===== src/rtl/rtn_stack_pkg.sv =====
package rtn_stack_pkg;
  localparam int unsigned DEF_DEPTH = 9;
  localparam int unsigned DEF_WIDTH = 12;

  typedef enum logic [1:0] {
    OP_HOLD  = 2'd0,
    OP_CLEAR = 2'd1,
    OP_PUSH  = 2'd2,
    OP_POP   = 2'd3
  } op_e;
endpackage


===== src/rtl/rtn_stack_ctrl.sv =====
module rtn_stack_ctrl
  import rtn_stack_pkg::*;
#(
  parameter int unsigned DEPTH = DEF_DEPTH,
  localparam int unsigned DW = $clog2(DEPTH + 1),
  localparam int unsigned PW = (DEPTH > 1) ? $clog2(DEPTH) : 1
) (
  input  logic          clk_i,
  input  logic          rst_ni,
  input  logic          clear_i,
  input  logic          push_i,
  input  logic          pop_i,
  output logic          we_o,
  output logic [PW-1:0] wr_idx_o,
  output logic [PW-1:0] rd_idx_o,
  output logic          empty_o,
  output logic          full_o
);
  logic [DW-1:0] depth_q, depth_d;
  op_e op;

  // fixed priority: clear > push > pop
  always_comb begin
    if (clear_i)     op = OP_CLEAR;
    else if (push_i) op = OP_PUSH;
    else if (pop_i)  op = OP_POP;
    else             op = OP_HOLD;
  end

  assign empty_o = (depth_q == '0);
  assign full_o  = (depth_q == DW'(DEPTH));

  always_comb begin
    depth_d = depth_q;
    unique case (op)
      OP_CLEAR: depth_d = '0;
      OP_PUSH:  if (!full_o) depth_d = depth_q + DW'(1);
      OP_POP:   if (!empty_o) depth_d = depth_q - DW'(1);
      default:  depth_d = depth_q;
    endcase
  end

  always_ff @(posedge clk_i or negedge rst_ni) begin
    if (!rst_ni) depth_q <= '0;
    else         depth_q <= depth_d;
  end

  // overwrite in place when full
  assign we_o     = (op == OP_PUSH);
  assign wr_idx_o = full_o ? PW'(DEPTH - 1) : PW'(depth_q);
  assign rd_idx_o = empty_o ? '0 : PW'(depth_q - DW'(1));

  a_r6_no_overflow: assert property (@(posedge clk_i) disable iff (!rst_ni)
    depth_q <= DW'(DEPTH));
  a_r4_clear_empties: assert property (@(posedge clk_i) disable iff (!rst_ni)
    clear_i |=> empty_o);
  a_r2_push_grows: assert property (@(posedge clk_i) disable iff (!rst_ni)
    (push_i && !clear_i && !full_o) |=> (depth_q == $past(depth_q) + DW'(1)));
  a_r6_full_push_holds: assert property (@(posedge clk_i) disable iff (!rst_ni)
    (push_i && !clear_i && full_o) |=> full_o);
  a_r7_pop_empty: assert property (@(posedge clk_i) disable iff (!rst_ni)
    (pop_i && !push_i && !clear_i && empty_o) |=> empty_o);
  a_r8_hold_stable: assert property (@(posedge clk_i) disable iff (!rst_ni)
    (!pop_i && !push_i && !clear_i) |=> $stable(depth_q));
  a_r9_push_beats_pop: assert property (@(posedge clk_i) disable iff (!rst_ni)
    (push_i && pop_i && !clear_i && !full_o) |=> !empty_o);
endmodule


===== src/rtl/rtn_stack_file.sv =====
module rtn_stack_file #(
  parameter int unsigned DEPTH = 9,
  parameter int unsigned WIDTH = 12,
  localparam int unsigned PW = (DEPTH > 1) ? $clog2(DEPTH) : 1
) (
  input  logic             clk_i,
  input  logic             rst_ni,
  input  logic             we_i,
  input  logic [PW-1:0]    wr_idx_i,
  input  logic [WIDTH-1:0] wr_data_i,
  input  logic [PW-1:0]    rd_idx_i,
  input  logic             empty_i,
  output logic [WIDTH-1:0] rd_data_o
);
  logic [WIDTH-1:0] mem_q [DEPTH];

  for (genvar i = 0; i < DEPTH; i++) begin : g_word
    always_ff @(posedge clk_i or negedge rst_ni) begin
      if (!rst_ni)                            mem_q[i] <= '0;
      else if (we_i && wr_idx_i == PW'(i))    mem_q[i] <= wr_data_i;
    end
  end

  always_comb begin
    rd_data_o = '0;
    if (!empty_i && (32'(rd_idx_i) < DEPTH)) rd_data_o = mem_q[rd_idx_i];
  end

  a_r10_empty_reads_zero: assert property (@(posedge clk_i) disable iff (!rst_ni)
    empty_i |-> (rd_data_o == '0));
  a_r2_write_lands: assert property (@(posedge clk_i) disable iff (!rst_ni)
    (we_i && !empty_i && wr_idx_i == rd_idx_i) |=> $past(wr_data_i) == mem_q[$past(wr_idx_i)]);
endmodule


===== src/rtl/rtn_stack.sv =====
module rtn_stack
  import rtn_stack_pkg::*;
#(
  parameter int unsigned DEPTH = DEF_DEPTH,
  parameter int unsigned WIDTH = DEF_WIDTH,
  localparam int unsigned PW = (DEPTH > 1) ? $clog2(DEPTH) : 1
) (
  input  logic             clk_i,
  input  logic             rst_ni,
  input  logic             clear_i,
  input  logic             push_i,
  input  logic             pop_i,
  input  logic [WIDTH-1:0] push_data_i,
  output logic [WIDTH-1:0] top_o,
  output logic             full_no
);
  logic          we, empty, full;
  logic [PW-1:0] wr_idx, rd_idx;

  rtn_stack_ctrl #(.DEPTH(DEPTH)) u_ctrl (
    .clk_i    (clk_i),
    .rst_ni   (rst_ni),
    .clear_i  (clear_i),
    .push_i   (push_i),
    .pop_i    (pop_i),
    .we_o     (we),
    .wr_idx_o (wr_idx),
    .rd_idx_o (rd_idx),
    .empty_o  (empty),
    .full_o   (full)
  );

  rtn_stack_file #(.DEPTH(DEPTH), .WIDTH(WIDTH)) u_file (
    .clk_i     (clk_i),
    .rst_ni    (rst_ni),
    .we_i      (we),
    .wr_idx_i  (wr_idx),
    .wr_data_i (push_data_i),
    .rd_idx_i  (rd_idx),
    .empty_i   (empty),
    .rd_data_o (top_o)
  );

  assign full_no = ~full;

  a_r5_full_flag: assert property (@(posedge clk_i) disable iff (!rst_ni)
    (push_i && !clear_i && !full_no) |=> !full_no);
endmodule


===== config.mk =====
export PLATFORM = sky130hd
export DESIGN_NAME = rtn_stack
export DESIGN_NICKNAME = d
export VERILOG_FILES = /design/src/rtl/rtn_stack_pkg.sv /design/src/rtl/rtn_stack_ctrl.sv /design/src/rtl/rtn_stack_file.sv /design/src/rtl/rtn_stack.sv
export SDC_FILE = /design/constraint.sdc
export NUM_CORES = 1
export LEC_CHECK = 0
export ABC_CLOCK_PERIOD_IN_PS = 5400
export BUFFER_PORTS_ARGS = -buffer_cell sky130_fd_sc_hd__buf_2
export CAP_MARGIN = 10
export CORE_MARGIN = 3
export CORE_UTILIZATION = 50
export DETAILED_ROUTE_END_ITERATION = 12
export PLACE_DENSITY = 0.74
export SETUP_SLACK_MARGIN = 0.2
export SYNTH_ARGS = -nofsm -noshare
export SYNTH_HDL_FRONTEND = slang
export SYNTH_HIERARCHICAL = 1
export SYNTH_SLANG_ARGS = --single-unit
export TNS_END_PERCENT = 50

===== constraint.sdc =====
create_clock -name clk_i -period 5.4 [get_ports clk_i]
set_clock_uncertainty 0.1 [all_clocks]
set_input_delay 0.54 -clock clk_i [delete_from_list [all_inputs] [get_ports clk_i]]
set_output_delay 0.54 -clock clk_i [all_outputs]
set_load 0.02 [all_outputs]

Word-level counts from Yosys, hierarchy flattened --
Cells that the tools add are included.
Word-level totals: register bits after elaboration 112, bits of input ports 17, output and inout port bits 13
Operators by class: add/subtract/negate cells 2, $lt $le $gt $ge 2, equality and inequality tests 14, multiplexer cells 12, bitwise logic cells 2, reductions and logical operators 15
Operators with widths (number):
- 12-bit binary-select mux with 4-bit select | 1
- 12-bit 2-to-1 mux | 3
- 4-bit by 3-bit equality test with 1-bit output, second input constant | 4
- 4-bit 2-to-1 mux | 4
- 4-bit case mux with 3 select lines | 1
- 1-bit logical AND | 10
- 4-bit by 2-bit equality test with 1-bit output, second input constant | 2
- 4-bit equality test, second input constant | 2
- 4-bit logical NOT | 2
- 2-bit 2-to-1 mux | 3
- 5-bit >= comparator, second input constant | 1
- 4-bit inverter with 5-bit output | 1
- 4-bit by 1-bit adder with 4-bit output, second input constant | 1
- 2-bit equality test, second input constant | 2
- 4-bit by 1-bit equality test with 1-bit output, second input constant | 1
- 4-bit < comparator, second input constant | 1
- 2-bit inequality test, second input constant | 2
- 4-bit by 1-bit subtractor with 4-bit output, second input constant | 1
- 3-bit AND reduction | 1
- 3-bit nonzero test | 1
- 2-bit by 1-bit equality test with 1-bit output, second input constant | 1
- 1-bit logical NOT | 1
- 1-bit inverter | 1

Depth between registers and ports, before layout --
word-level depth 7, mapped depth 10

Cells and area by module --
Netlist, hierarchy kept.
By module, submodules not included:
- rtn_stack_file | times used 1, cells an instance 339, area an instance 5101.1 um^2
- rtn_stack_ctrl | times used 1, cells an instance 53, area an instance 459.2 um^2
- rtn_stack | times used 1, cells an instance 1, area an instance 3.8 um^2

Worst setup path after synthesis --
No wires, ideal clock.
path type flip-flop to output port, start register u_ctrl.depth_q[0], end output top_o[2], arrival 2.832 ns, data required time 4.760 ns, path slack 1.928 ns, cell stages (with the launch flop) 9, cell sequence dfrtp_1 inv_1 ha_1 or2_2 o41ai_1 nor4b_4 buf_2 a211oi_1 a211oi_1
On the way: word-level cells in the longest chain between the ends 7
Ends and longest elaborated chain:
- start: declaration | line rtn_stack_ctrl.sv:19 | logic [DW-1:0] depth_q, depth_d;
- start signal: assignment | line rtn_stack_ctrl.sv:45 | else depth_q <= depth_d;
- 4-bit by 1-bit subtractor with 4-bit output / 4-bit logical NOT (equally long branches) | line rtn_stack_ctrl.sv:51, rtn_stack_ctrl.sv:30
- 4-bit 2-to-1 mux (*) | line rtn_stack_ctrl.sv:51 | assign rd_idx_o = empty_o ? '0 : PW'(depth_q - DW'(1));
- via rd_idx[3] | line rtn_stack.sv:18 | logic [PW-1:0] wr_idx, rd_idx;
- 4-bit inverter with 5-bit output (not written as such) | line rtn_stack_file.sv:26 | if (!empty_i && (32'(rd_idx_i) < DEPTH)) rd_data_o = mem_q[rd_idx_i];
- 12-bit binary-select mux with 4-bit select | line rtn_stack_file.sv:26
- 12-bit 2-to-1 mux (not written as such) (2 in series) | line rtn_stack_file.sv:26
- 12-bit 2-to-1 mux (*) | line rtn_stack_file.sv:26
- end: declaration | line rtn_stack.sv:14 | output logic [WIDTH-1:0] top_o,
Mark *: on every way through the listed nets, which the timed path passes. The rest lies on a longest branch. The select of a mux whose other input is x is not followed.

Worst setup path after layout --
start register u_ctrl.depth_q[0], end output top_o[3]
On the way: word-level cells in the longest chain between the ends 7
Ends and longest elaborated chain:
- 4-bit logical NOT (*) | line rtn_stack_ctrl.sv:30 | assign empty_o = (depth_q == '0);
- via empty | line rtn_stack.sv:17 | logic we, empty, full;
- 4-bit 2-to-1 mux (*) | line rtn_stack_ctrl.sv:51
- via rd_idx[0] | line rtn_stack.sv:18
- 4-bit inverter with 5-bit output (not written as such) | line rtn_stack_file.sv:26
- 12-bit binary-select mux with 4-bit select | line rtn_stack_file.sv:26
- 12-bit 2-to-1 mux (not written as such) (2 in series) | line rtn_stack_file.sv:26
- 12-bit 2-to-1 mux (*) | line rtn_stack_file.sv:26
Marks and branches as above.

==> key figures <==
Outcome
  – Status: finished, final reports clean

Clock tree
  – CTS Buf Count: 9
  – Total number of H-tree levels: 3
  – Clock tree buffer depth: 2
  – Clock sink count: 112
  – Post-cts repair resize count: 0
  – Clk Latency, worst-skew pair: 0.36 ns
  – CTS tree: yes
  – Clk slew on worst S/H paths: 0.10 ns
  – Postcts setup bufs: 0
  – Clk root buf: clkbuf_8
  – Count of hold buffers inserted by post-cts repair: 0

STA
  – Hold Fails Final Rpt: 0
  – Tmin final: 4.62 ns
  – Max_slew headroom: 31.1%
  – RSZ-0062 raised after global routing: no
  – Fin crit share: 85.6%
  – Final setup viols: 0
  – Fmax: 216 MHz
  – Worst-Margin Slew: 1.03 ns
  – Max-slew violations: 0
  – TNS Setup: 0 ns

Setup path
  – CP Data Required Time: 4.76 ns
  – WP buf/inv: 4
  – Worst Path Arrival: 3.98 ns
  – Cell Chain, Critical Path: inv_1, ha_1, nand2_1, inv_1, nor2_4, buf_4, mux4_1, a211oi_1, a211oi_1, buf_2
  – CP endpoint kind: output port
  – Worst path depth: 10
  – CP startpoint kind: flip-flop
  – R2R depth: 7
  – FF-to-FF setup slack: 2.43 ns
  – WS Path Type: flip-flop to output port
  – Slowest CP cell: nor2_4
  – Max incr delay on CP: 0.70 ns
  – Delay-heaviest family, CP: buffers and inverters
  – Maximum fanout along the worst path: 23

Placement
  – GPL Wtd Cong: 0.820
  – HPWL Detailed: 7590 um
  – Port Buf Inserts: 29

Die
  – Die H: 111 um
  – Row count: 37
  – Initial Util: 52.7%
  – Die X: 111 um
  – Core Region: 10600 um^2
  – DIE AREA: 12400 um^2
  – Top Ports: 30

Cells and area
  – # diodes: 0
  – Final core occ: 56.7%
  – Layout area overhead: 7.60%
  – Nets: 438
  – Ratio of cells with drive above 1 in the final layout: 41.5%
  – Filler cells: 868

Pwr
  – Seq pwr share: 38.7%
  – Leakage power: 2.71 nW
  – Clk pwr share: 13.9%
  – Internal: 2.21 mW
  – Switching share of power: 37.1%
  – IR drop worst, VDD: 279 uV
  – Logic gate share of total power: 47.4%
  – P_sw: 1.30 mW
  – Pwr per Cell Area: 587 nW/um^2

Route
  – Via density: 6.16
  – Antenna-violating nets left: 0
  – WL final: 12300 um
  – Via count: 3436
  – First-iteration detailed-routing DRC count: 192
  – Post-DR wirelength/cell: 22.0 um
  – First drt pass iteration count: 7
  – Remaining DRCs: 0

Yosys
  – Synth top area share: 50.4%
  – Synthesis-stage register bit count: 112
  – Top cells by area, synth: dfrtp_1, mux2_2, mux2i_1
  – Synth Cell Area: 5560 um^2
  – Seq/Total Area, Yosys: 50.4%
  – Post-synth top cells: dfrtp_1, mux2_2, mux2i_1
  – Post-synthesis instance total: 393
  – Top_reg_cell synth: dfrtp_1
  – Top-count cell post-synth: dfrtp_1
  – Largest area contributor in the netlist: dfrtp_1
  – Async SR Flop Fraction: 100%
  – Ys Warns: 6
  – EDFF count, synth: 0
  – Avg Inst Size Synth: 14.2 um^2
  – Distinct cells, synth: 51
  – Synth Net Count: 413

GRT
  – Pin count of the biggest net entering global routing: 61
  – Total GRT Usage: 20.2%
  – Number of global-route vias before repair: 3505
  – Grt ovf: 0
  – Antenna violations before repair: 0
  – First-pass GRT wire length: 19600 um

Flow run
  – Max_cap viols: 0

Min path
  – Worst hold path class: primary input to async pin
## cell families after synthesis
| family | after synthesis | synth area share (%) |
|---|---|---|
| AO/OA/AOI/OAI | 51 | 7.92 |
| adder cells (fa/ha/maj) | 3 | 0.675 |
| buffers and inverters | 30 | 3.55 |
| flip-flops | 112 | 50.4 |
| multiplexers | 146 | 32.0 |
| AND/OR/NAND/NOR | 51 | 5.44 |
## flip-flops by register name, summed over array words and instances, names as in the netlist
signal and count:
u_ctrl/depth_q 4, u_file/mem_q 108
## power by group through the flow
| stage | clock (mW) | combinational, mW | sequential [mW] |
|---|---|---|---|
| after floorplan | 0 | 1.34 | 1.30 |
| after global placement | 0 | 1.63 | 1.35 |
| after detailed placement | 0 | 1.68 | 1.37 |
| after CTS | 0.504 | 1.68 | 1.36 |
| after global routing | 0.537 | 1.79 | 1.40 |
| final | 0.490 | 1.67 | 1.36 |
## per-layer routing
layer / vias up / global-route usage (%) / part of all wire, %
li1: 1538 / - / -
met1: 1803 / 26.6 / 45
met2: 77 / 33.7 / 49
met3: 18 / 4.29 / 4.0
met4: 0 / 6.16 / 1.7
met5: - / 0 / 0
## metrics by stage
| stage | std cells | cell area, um^2 | hold slack, ns | total power [mW] | setup slack [ns] |
|---|---|---|---|---|---|
| after global placement | 543 | 5800 | 0.375 | 2.98 | 1.32 |
| final | 558 | 5990 | 0.143 | 3.52 | 0.780 |
| after detailed placement | 543 | 5800 | 0.390 | 3.05 | 1.20 |
| after floorplan | 393 | 5560 | 0.144 | 2.64 | 1.93 |
| after global routing | 558 | 5990 | 0.198 | 3.72 | 0.593 |
| after CTS | 558 | 5990 | 0.161 | 3.54 | 0.769 |
## cell type report
type                    instances  area (um^2)  share of cell area (%)
inverters                       6         22.5                   0.376
clock buffers                  13          149                    2.49
repair buffers                 38          215                    3.59
multi-input cells             251         2590                    43.2
well taps                     136          170                    2.84
flip-flops and latches        112         2800                    46.8
clock inverters                 2         38.8                   0.648
## worst paths after layout
check | start | to
worst min-delay path | rst_ni | u_file/mem_q[85]$_DFFE_PN0P_
min in group clk_i | pop_i | u_ctrl/depth_q[2]$_DFFE_PN0P_
worst min register to register | u_file/mem_q[101]$_DFFE_PN0P_ | u_file/mem_q[101]$_DFFE_PN0P_
worst max-delay path | u_ctrl/depth_q[0]$_DFFE_PN0P_ | top_o[3]
max in group asynchronous | rst_ni | u_file/mem_q[56]$_DFFE_PN0P_
worst max register to register | u_ctrl/depth_q[1]$_DFFE_PN0P_ | u_file/mem_q[90]$_DFFE_PN0P_
## cell usage in the layout (no fill, tap or decap), types with 3 or more instances in the layout
cell / netlist / final
a211oi_1: 22 / 22
a221o_1: 12 / 12
buf_2: 9 / 28
buf_4: 5 / 10
clkbuf_1: 4 / 3
clkbuf_8: 0 / 10
dfrtp_1: 112 / 112
ha_1: 3 / 3
inv_1: 5 / 5
mux2_2: 107 / 107
mux2i_1: 24 / 24
mux4_1: 8 / 8
mux4_2: 4 / 4
nand2_1: 17 / 17
nand3b_1: 4 / 4
nor2_1: 11 / 10
o31ai_1: 3 / 3
Power figures use the tool's default switching activity.
